### config.mk
export PLATFORM = sky130hd
export DESIGN_NAME = sdram_ap_tracker
export DESIGN_NICKNAME = d
export VERILOG_FILES = /design/src/rtl/sdram_ap_pkg.sv /design/src/rtl/ap_bank_fsm.sv /design/src/rtl/ap_dqm_guard.sv /design/src/rtl/ap_rd_lane.sv /design/src/rtl/sdram_ap_tracker.sv
export SDC_FILE = /design/constraint.sdc
export NUM_CORES = 1
export LEC_CHECK = 0
export BUFFER_PORTS_ARGS = -buffer_cell sky130_fd_sc_hd__buf_2
export CORE_MARGIN = 2
export CORE_UTILIZATION = 30
export CTS_CLUSTER_SIZE = 30
export DETAILED_ROUTE_END_ITERATION = 12
export PLACE_DENSITY = 0.56
export SYNTH_ARGS = -nofsm -noshare
export SYNTH_HDL_FRONTEND = slang
export SYNTH_SLANG_ARGS = --single-unit
### constraint.sdc
create_clock -name clk -period 2.8 [get_ports clk]
set_input_delay 0.56 -clock clk [delete_from_list [all_inputs] [get_ports clk]]
set_output_delay 0.56 -clock clk [all_outputs]
set_load 0.05 [all_outputs]
### src/rtl/sdram_ap_pkg.sv
package sdram_ap_pkg;

  typedef enum logic [1:0] {
    CMD_NOP   = 2'd0,
    CMD_READ  = 2'd1,
    CMD_WRITE = 2'd2,
    CMD_MASK  = 2'd3
  } ap_cmd_e;

  typedef enum logic [2:0] {
    BK_IDLE,
    BK_RD_AP,
    BK_WR_AP,
    BK_WR_REC,
    BK_PRECHG
  } bank_st_e;

  // Mask must lead an interrupting write by this many cycles.
  localparam int unsigned DQM_LEAD = 2;
  // Deepest CAS latency supported by the read-data lane.
  localparam int unsigned CL_MAX = 3;

  function automatic int unsigned max3(int unsigned a, int unsigned b, int unsigned c);
    int unsigned m;
    m = (a > b) ? a : b;
    return (m > c) ? m : c;
  endfunction

  // Cycles in burst state after the command cycle.
  function automatic int unsigned burst_load(int unsigned bl);
    return bl - 1;
  endfunction

  // Cycles from command to first precharge cycle when uninterrupted.
  function automatic int unsigned pre_offset(logic is_wr, int unsigned bl, int unsigned twr);
    return bl + (is_wr ? twr : 0);
  endfunction

  function automatic logic lead_met(int unsigned held);
    return held >= DQM_LEAD;
  endfunction

endpackage

### src/rtl/ap_bank_fsm.sv
module ap_bank_fsm
  import sdram_ap_pkg::*;
#(
  parameter int unsigned BL  = 4,
  parameter int unsigned TWR = 2,
  parameter int unsigned TRP = 3
) (
  input  logic clk,
  input  logic rst_n,
  input  logic cke,
  input  logic start_rd,
  input  logic start_wr,
  input  logic intr,
  output logic busy,
  output logic idle,
  output logic in_rd_burst,
  output logic pre_start
);

  localparam int unsigned CMAX = max3(BL, TWR, TRP);
  localparam int unsigned CW   = $clog2(CMAX + 1);
  localparam int unsigned AW   = $clog2(BL + TWR + TRP + 2);

  bank_st_e st, st_nx;
  logic [CW-1:0] cnt, cnt_nx;
  logic cnt_last;

  assign cnt_last = (cnt == CW'(1));

  always_comb begin
    st_nx  = st;
    cnt_nx = cnt;
    unique case (st)
      BK_IDLE: begin
        if (start_rd || start_wr) begin
          st_nx  = start_wr ? BK_WR_AP : BK_RD_AP;
          cnt_nx = CW'(burst_load(BL));
        end
      end
      BK_RD_AP: begin
        if (intr || cnt_last) begin
          st_nx  = BK_PRECHG;
          cnt_nx = CW'(TRP);
        end else begin
          cnt_nx = cnt - 1'b1;
        end
      end
      BK_WR_AP: begin
        if (intr || cnt_last) begin
          st_nx  = BK_WR_REC;
          cnt_nx = CW'(TWR);
        end else begin
          cnt_nx = cnt - 1'b1;
        end
      end
      BK_WR_REC: begin
        if (cnt_last) begin
          st_nx  = BK_PRECHG;
          cnt_nx = CW'(TRP);
        end else begin
          cnt_nx = cnt - 1'b1;
        end
      end
      BK_PRECHG: begin
        if (cnt_last) begin
          st_nx  = BK_IDLE;
          cnt_nx = '0;
        end else begin
          cnt_nx = cnt - 1'b1;
        end
      end
      default: begin
        st_nx  = BK_IDLE;
        cnt_nx = '0;
      end
    endcase
  end

  always_ff @(posedge clk or negedge rst_n) begin
    if (!rst_n) begin
      st  <= BK_IDLE;
      cnt <= '0;
    end else if (cke) begin
      st  <= st_nx;
      cnt <= cnt_nx;
    end
  end

  assign busy        = (st == BK_RD_AP) || (st == BK_WR_AP) || (st == BK_WR_REC);
  assign idle        = (st == BK_IDLE);
  assign in_rd_burst = (st == BK_RD_AP);
  assign pre_start   = (st == BK_PRECHG) && (cnt == CW'(TRP));

  // Elapsed-cycle tracking used only by the assertions below.
  logic [AW-1:0] age;
  logic          intr_seen;
  logic          was_wr;

  always_ff @(posedge clk or negedge rst_n) begin
    if (!rst_n) begin
      age       <= '0;
      intr_seen <= 1'b0;
      was_wr    <= 1'b0;
    end else if (cke) begin
      if ((st == BK_IDLE) && (start_rd || start_wr)) begin
        age       <= AW'(1);
        intr_seen <= 1'b0;
        was_wr    <= start_wr;
      end else if (st != BK_IDLE) begin
        if (age != '1) age <= age + 1'b1;
        if (intr && ((st == BK_RD_AP) || (st == BK_WR_AP))) intr_seen <= 1'b1;
      end
    end
  end

  // uninterrupted bursts reach precharge at the nominal offset.
  p_nominal_pre_r2: assert property (@(posedge clk) disable iff (!rst_n)
    (pre_start && !intr_seen) |-> (32'(age) == pre_offset(was_wr, BL, TWR)));

  p_rd_intr_pre_r4: assert property (@(posedge clk) disable iff (!rst_n)
    (cke && intr && (st == BK_RD_AP)) |=> pre_start);

  p_wr_intr_rec_r5: assert property (@(posedge clk) disable iff (!rst_n)
    (cke && intr && (st == BK_WR_AP)) |=> ((st == BK_WR_REC) && (cnt == CW'(TWR))));

  p_frozen_r11: assert property (@(posedge clk) disable iff (!rst_n)
    !cke |=> ($stable(st) && $stable(cnt)));

endmodule

### src/rtl/ap_dqm_guard.sv
module ap_dqm_guard
  import sdram_ap_pkg::*;
(
  input  logic clk,
  input  logic rst_n,
  input  logic cke,
  input  logic mask_cmd,
  input  logic wr_acc,
  input  logic rd_ap_live,
  output logic dqm_req,
  output logic win_short
);

  localparam int unsigned HW = $clog2(DQM_LEAD + 1);

  logic [HW-1:0] held;

  always_ff @(posedge clk or negedge rst_n) begin
    if (!rst_n) begin
      dqm_req <= 1'b0;
      held    <= '0;
    end else if (cke) begin
      if (wr_acc) dqm_req <= 1'b0;
      else if (mask_cmd) dqm_req <= 1'b1;

      if (wr_acc || !dqm_req) held <= '0;
      else if (held != HW'(DQM_LEAD)) held <= held + 1'b1;
    end
  end

  assign win_short = wr_acc && rd_ap_live && !lead_met(32'(held));

  p_dqm_raise_r8: assert property (@(posedge clk) disable iff (!rst_n)
    (cke && mask_cmd) |=> dqm_req);

  p_dqm_drop_r8: assert property (@(posedge clk) disable iff (!rst_n)
    (cke && wr_acc) |=> !dqm_req);

endmodule

### src/rtl/ap_rd_lane.sv
module ap_rd_lane
  import sdram_ap_pkg::*;
#(
  parameter int unsigned BL = 4,
  parameter int unsigned BW = 2
) (
  input  logic          clk,
  input  logic          rst_n,
  input  logic          cke,
  input  logic          cl3,
  input  logic          rd_acc,
  input  logic          wr_acc,
  input  logic [BW-1:0] bank,
  output logic          data_vld,
  output logic [BW-1:0] data_bank
);

  localparam int unsigned LW = $clog2(BL + 1);

  logic [LW-1:0] rd_left;
  logic [BW-1:0] rd_bank;
  logic          beat_v;
  logic [BW-1:0] beat_b;
  logic          p_v [CL_MAX];
  logic [BW-1:0] p_b [CL_MAX];

  always_comb begin
    if (rd_acc) begin
      beat_v = 1'b1;
      beat_b = bank;
    end else begin
      beat_v = !wr_acc && (rd_left != '0);
      beat_b = rd_bank;
    end
  end

  always_ff @(posedge clk or negedge rst_n) begin
    if (!rst_n) begin
      rd_left <= '0;
      rd_bank <= '0;
      for (int s = 0; s < CL_MAX; s++) begin
        p_v[s] <= 1'b0;
        p_b[s] <= '0;
      end
    end else if (cke) begin
      if (rd_acc) begin
        rd_left <= LW'(burst_load(BL));
        rd_bank <= bank;
      end else if (wr_acc) begin
        rd_left <= '0;
      end else if (rd_left != '0) begin
        rd_left <= rd_left - 1'b1;
      end
      p_v[0] <= beat_v;
      p_b[0] <= beat_b;
      for (int s = 1; s < CL_MAX; s++) begin
        p_v[s] <= p_v[s-1];
        p_b[s] <= p_b[s-1];
      end
    end
  end

  assign data_vld  = cl3 ? p_v[CL_MAX-1] : p_v[CL_MAX-2];
  assign data_bank = cl3 ? p_b[CL_MAX-1] : p_b[CL_MAX-2];

  p_lane_hold_r11: assert property (@(posedge clk) disable iff (!rst_n)
    (!cke && $stable(cl3)) |=> ($stable(data_vld) && $stable(data_bank)));

endmodule

### src/rtl/sdram_ap_tracker.sv
module sdram_ap_tracker
  import sdram_ap_pkg::*;
#(
  parameter int unsigned NBANK = 4,
  parameter int unsigned BL    = 4,
  parameter int unsigned TWR   = 2,
  parameter int unsigned TRP   = 3,
  localparam int unsigned BW   = $clog2(NBANK)
) (
  input  logic             clk,
  input  logic             rst_n,
  input  logic             cke,
  input  logic [1:0]       cmd,
  input  logic [BW-1:0]    bank,
  input  logic             ap,
  input  logic             cl3,
  output logic [NBANK-1:0] bank_busy,
  output logic [NBANK-1:0] bank_idle,
  output logic [NBANK-1:0] pre_start,
  output logic             dqm_req,
  output logic             rd_data_vld,
  output logic [BW-1:0]    rd_data_bank,
  output logic             violation
);

  logic             cmd_rw, tgt_idle, acc, rej;
  logic             rd_acc, wr_acc, mask_cmd;
  logic [NBANK-1:0] in_rd_burst;
  logic             rd_ap_live, win_short;

  assign cmd_rw   = cke && ((cmd == CMD_READ) || (cmd == CMD_WRITE));
  assign tgt_idle = bank_idle[bank];
  assign acc      = cmd_rw && tgt_idle;
  assign rej      = cmd_rw && !tgt_idle;
  assign rd_acc   = acc && (cmd == CMD_READ);
  assign wr_acc   = acc && (cmd == CMD_WRITE);
  assign mask_cmd = cke && (cmd == CMD_MASK);

  for (genvar i = 0; i < NBANK; i++) begin : g_bank
    logic own;
    assign own = (bank == BW'(i));

    ap_bank_fsm #(.BL(BL), .TWR(TWR), .TRP(TRP)) u_fsm (
      .clk        (clk),
      .rst_n      (rst_n),
      .cke        (cke),
      .start_rd   (rd_acc && ap && own),
      .start_wr   (wr_acc && ap && own),
      .intr       (acc && !own),
      .busy       (bank_busy[i]),
      .idle       (bank_idle[i]),
      .in_rd_burst(in_rd_burst[i]),
      .pre_start  (pre_start[i])
    );
  end

  assign rd_ap_live = |in_rd_burst;

  ap_dqm_guard u_dqm (
    .clk       (clk),
    .rst_n     (rst_n),
    .cke       (cke),
    .mask_cmd  (mask_cmd),
    .wr_acc    (wr_acc),
    .rd_ap_live(rd_ap_live),
    .dqm_req   (dqm_req),
    .win_short (win_short)
  );

  ap_rd_lane #(.BL(BL), .BW(BW)) u_lane (
    .clk      (clk),
    .rst_n    (rst_n),
    .cke      (cke),
    .cl3      (cl3),
    .rd_acc   (rd_acc),
    .wr_acc   (wr_acc),
    .bank     (bank),
    .data_vld (rd_data_vld),
    .data_bank(rd_data_bank)
  );

  always_ff @(posedge clk or negedge rst_n) begin
    if (!rst_n) violation <= 1'b0;
    else if (cke) violation <= rej || win_short;
  end

  p_ap_enter_r2: assert property (@(posedge clk) disable iff (!rst_n)
    (rd_acc && ap) |=> bank_busy[$past(bank)]);

  p_reject_flag_r6: assert property (@(posedge clk) disable iff (!rst_n)
    rej |=> violation);

  p_short_flag_r9: assert property (@(posedge clk) disable iff (!rst_n)
    win_short |=> violation);

  p_plain_stays_idle_r7: assert property (@(posedge clk) disable iff (!rst_n)
    (acc && !ap) |=> bank_idle[$past(bank)]);

endmodule

==> metrics <==
# IOs 26; Setup TNS 0 ns; Top Family by Delay on Critical Path compound AO/OA/AOI/OAI gates; drt total wl 7690 µm; post-route DRC violation count 0; initial antenna violation count 1; dpl hpwl 5670 µm; Pre-antenna DRT Iters 4; most common cell after layout, fill and taps aside dfrtp_1; mux share of post-synthesis cell area 5.01%; XOR/XNOR Fraction of Synth Area 0%; All-Layer GR Usage 14.4%; WHS 0.394 ns; ANT cells 0; ys flop type dfrtp_1; wire length per cell 14.9 µm; die area 11200 µm²; CP Class flip-flop to flip-flop; slowest cell delay on critical path 0.44 ns; number of global-route vias before repair 2748; DR vias/cell 5.49; H-tree depth 2; WP buf/inv 2; origin of the worst setup path g_bank[0].u_fsm.st[0]; adder-cell share of the synthesized area 7.21%; Layout fillers 1049; status finished clean; most frequent cells in the layout dfrtp_1, nor2_1, inv_1, a21oi_1, buf_2; compound-gate portion of the synthesized area 27.3%; RR Startpoint g_bank[0].u_fsm.st[0]; Layout Cells excl Fill 517; RSZ-0062 raised after global routing false; clk buf depth 2; largest family of logic cells by synthesized area compound AO/OA/AOI/OAI gates; Post-Syn Instances 364; CTS tree done; clk_lat worst skew 0.30 ns; Area Overhead vs Synth 12.7%; Post-DP Area 3360 µm²; first-pass GRT wire length 13300 µm; syn_area_per_cell 8.58 µm²; Mapped Area 3120 µm²; CTS Buf Count 5; Syn Nets 391; row cnt 37; Metal-1 WL 3530 µm; Clk Tree Root Cell clkbuf_8; final instance area 3520 µm²; type of origin of the critical path flip-flop; CTS clk-pin slew, worst paths 0.09 ns; Post-CTS Setup Inserts 0; CP most frequent cell buf_4; max layer used met5; Die Span Y 106 µm; Peak VDD IR 0.349 mV; crit path cell chain buf_4, or3_1, a222oi_1, buf_4, nand3_2, o311a_1, mux2_2; Die X 106 µm; worst clock skew 0.0125 ns; clock group share of total power 16.5%; final worst-path cycle share 83.9%; cts repair resizes 0; max-cap viol count 0; grt ovf 0; share of layout cells above drive strength 1 18.6%; Flop pwr share 26.2%; Pwr per Cell Area 1160 nW/µm²; min cycle time layout 2.35 ns; EDFF count, synth 0; Pint 0.00214 W; Nets 407; Synth cell types 61; leakage 1.57 nW; Sw Ratio 47.5%; via count 2839; Async SR Flop Fraction 100%; Hold Path Class input pin to asynchronous set/reset pin; Relative slew margins 37.0%; TritonCTS Sinks 40; CTS Hold Buffers Added 0; Seq/Total Area, Yosys 32.1%; Syn. warnings 0; largest net degree at the start of global routing 41; DR WL met2 3660 µm; critical path fanouts, max 11; Final Hold Viols 0; GP Congestion 0.886; worst endpoint required time 3.00 ns; Starting Density 30.5%; Sw Pwr 0.00193 W; synthesis-stage register bit count 40; Detail Route met3 WL 307 µm; Worst path slowest cell a222oi_1; post-route antenna net violation count 0; First DRT Iteration DRCs 184; number of port buffers 25; Worst-Margin Slew 0.944 ns; placed cells 509; CP Capture Type flip-flop; final setup violating endpoints 0; max-slew violations 0; critical path arrival 2.55 ns; Fmax achieved 426 MHz; core area 10200 µm²; Post-Synth Simple-Gate Area 19.7%; combinational power share 57.2%
-- cells by family (layout without fill, tap and decap cells) --
family | after synthesis | count (layout)
AOI/OAI and AO/OA | 117 | 117
and+or+nand+nor | 117 | 117
buffers and inverters | 58 | 75
DFF | 40 | 40
adders and majority gates | 18 | 18
muxes | 14 | 14
-- registers in the layout, indices dropped and copies added (netlist names) --
signal,cells
u_lane.rd_bank,2
u_dqm.held,2
u_lane.rd_left,3
u_lane.p_v,3
violation,1
g_bank.u_fsm.cnt,12
u_lane.p_b,4
g_bank.u_fsm.st,12
u_dqm.dqm_req,1
-- Yosys cell counts (3+ instances only) --
cell type,n,area (µm²)
a211o_1,3,26.3
a211oi_1,3,22.5
a21oi_1,25,125
a22o_1,4,35.0
a22oi_1,5,37.5
a31oi_1,12,75.1
a32o_1,3,30.0
and3_1,5,31.3
and4b_1,3,30.0
buf_2,4,20.0
buf_4,13,97.6
clkbuf_1,12,45.0
dfrtp_1,40,1000
ha_1,18,225
inv_1,26,97.6
mux2_2,13,146
nand2_1,24,90.1
nand2b_1,11,68.8
nand3_1,6,30.0
nand4_1,4,25.0
nor2_1,29,109
nor2b_1,10,62.6
nor3_1,4,20.0
nor4_1,4,25.0
o211ai_1,9,67.6
o21ai_0,12,60.1
o221ai_1,8,70.1
o2bb2ai_1,3,26.3
o31ai_1,5,37.5
or3_1,6,37.5
-- per-stage QoR --
stage / util [%] / power (W) / worst slack [ns]
after CTS: 34.4 / 0.00409 / 0.469
after global placement: 32.8 / 0.00338 / 0.269
after floorplan: - / 0.00294 / 0.587
final: 34.4 / 0.00407 / 0.450
after global routing: 34.4 / 0.00442 / 0.323
after detailed placement: 32.8 / 0.00340 / 0.204
-- routing by layer --
metal	vias to the layer above	GRT usage, %
met5	-	0
met4	2	5.92
met3	16	2.27
met2	76	23.4
met1	1368	19.1
li1	1377	-
-- final cells by class --
cell class,instances,area (µm²),area share [%]
Multi-Input combinational cell,266,1850,52.6
Sequential cell,40,1000,28.4
Timing Repair Buffer,40,238,6.76
Tap cell,136,170,4.84
Inverter,27,101,2.88
Clock inverter,3,90.1,2.56
Clock buffer,5,68.8,1.96
-- worst paths after layout --
path,endpoint,depth (start not counted),slack [ns]
setup / recovery,g_bank[3].u_fsm.st[0],7,0.45
hold / removal,g_bank[3].u_fsm.cnt[0],1,0.39
setup reg to reg,g_bank[3].u_fsm.st[0],7,0.45
hold reg to reg,u_lane.p_b[1],1,0.51
max in group asynchronous,g_bank[1].u_fsm.st[0],1,1.81
min in group clk,u_lane.p_b[1],1,0.51
-- power groups by stage --
stage | Clock [W] | Combinational (W) | Sequential (W)
after detailed placement | 0 | 0.00232 | 0.00108
after global routing | 0.000708 | 0.00260 | 0.00112
final | 0.000673 | 0.00233 | 0.00107
after floorplan | 0 | 0.00193 | 0.00102
after CTS | 0.000682 | 0.00234 | 0.00107
after global placement | 0 | 0.00230 | 0.00107
(Power assumes the default switching activity.)
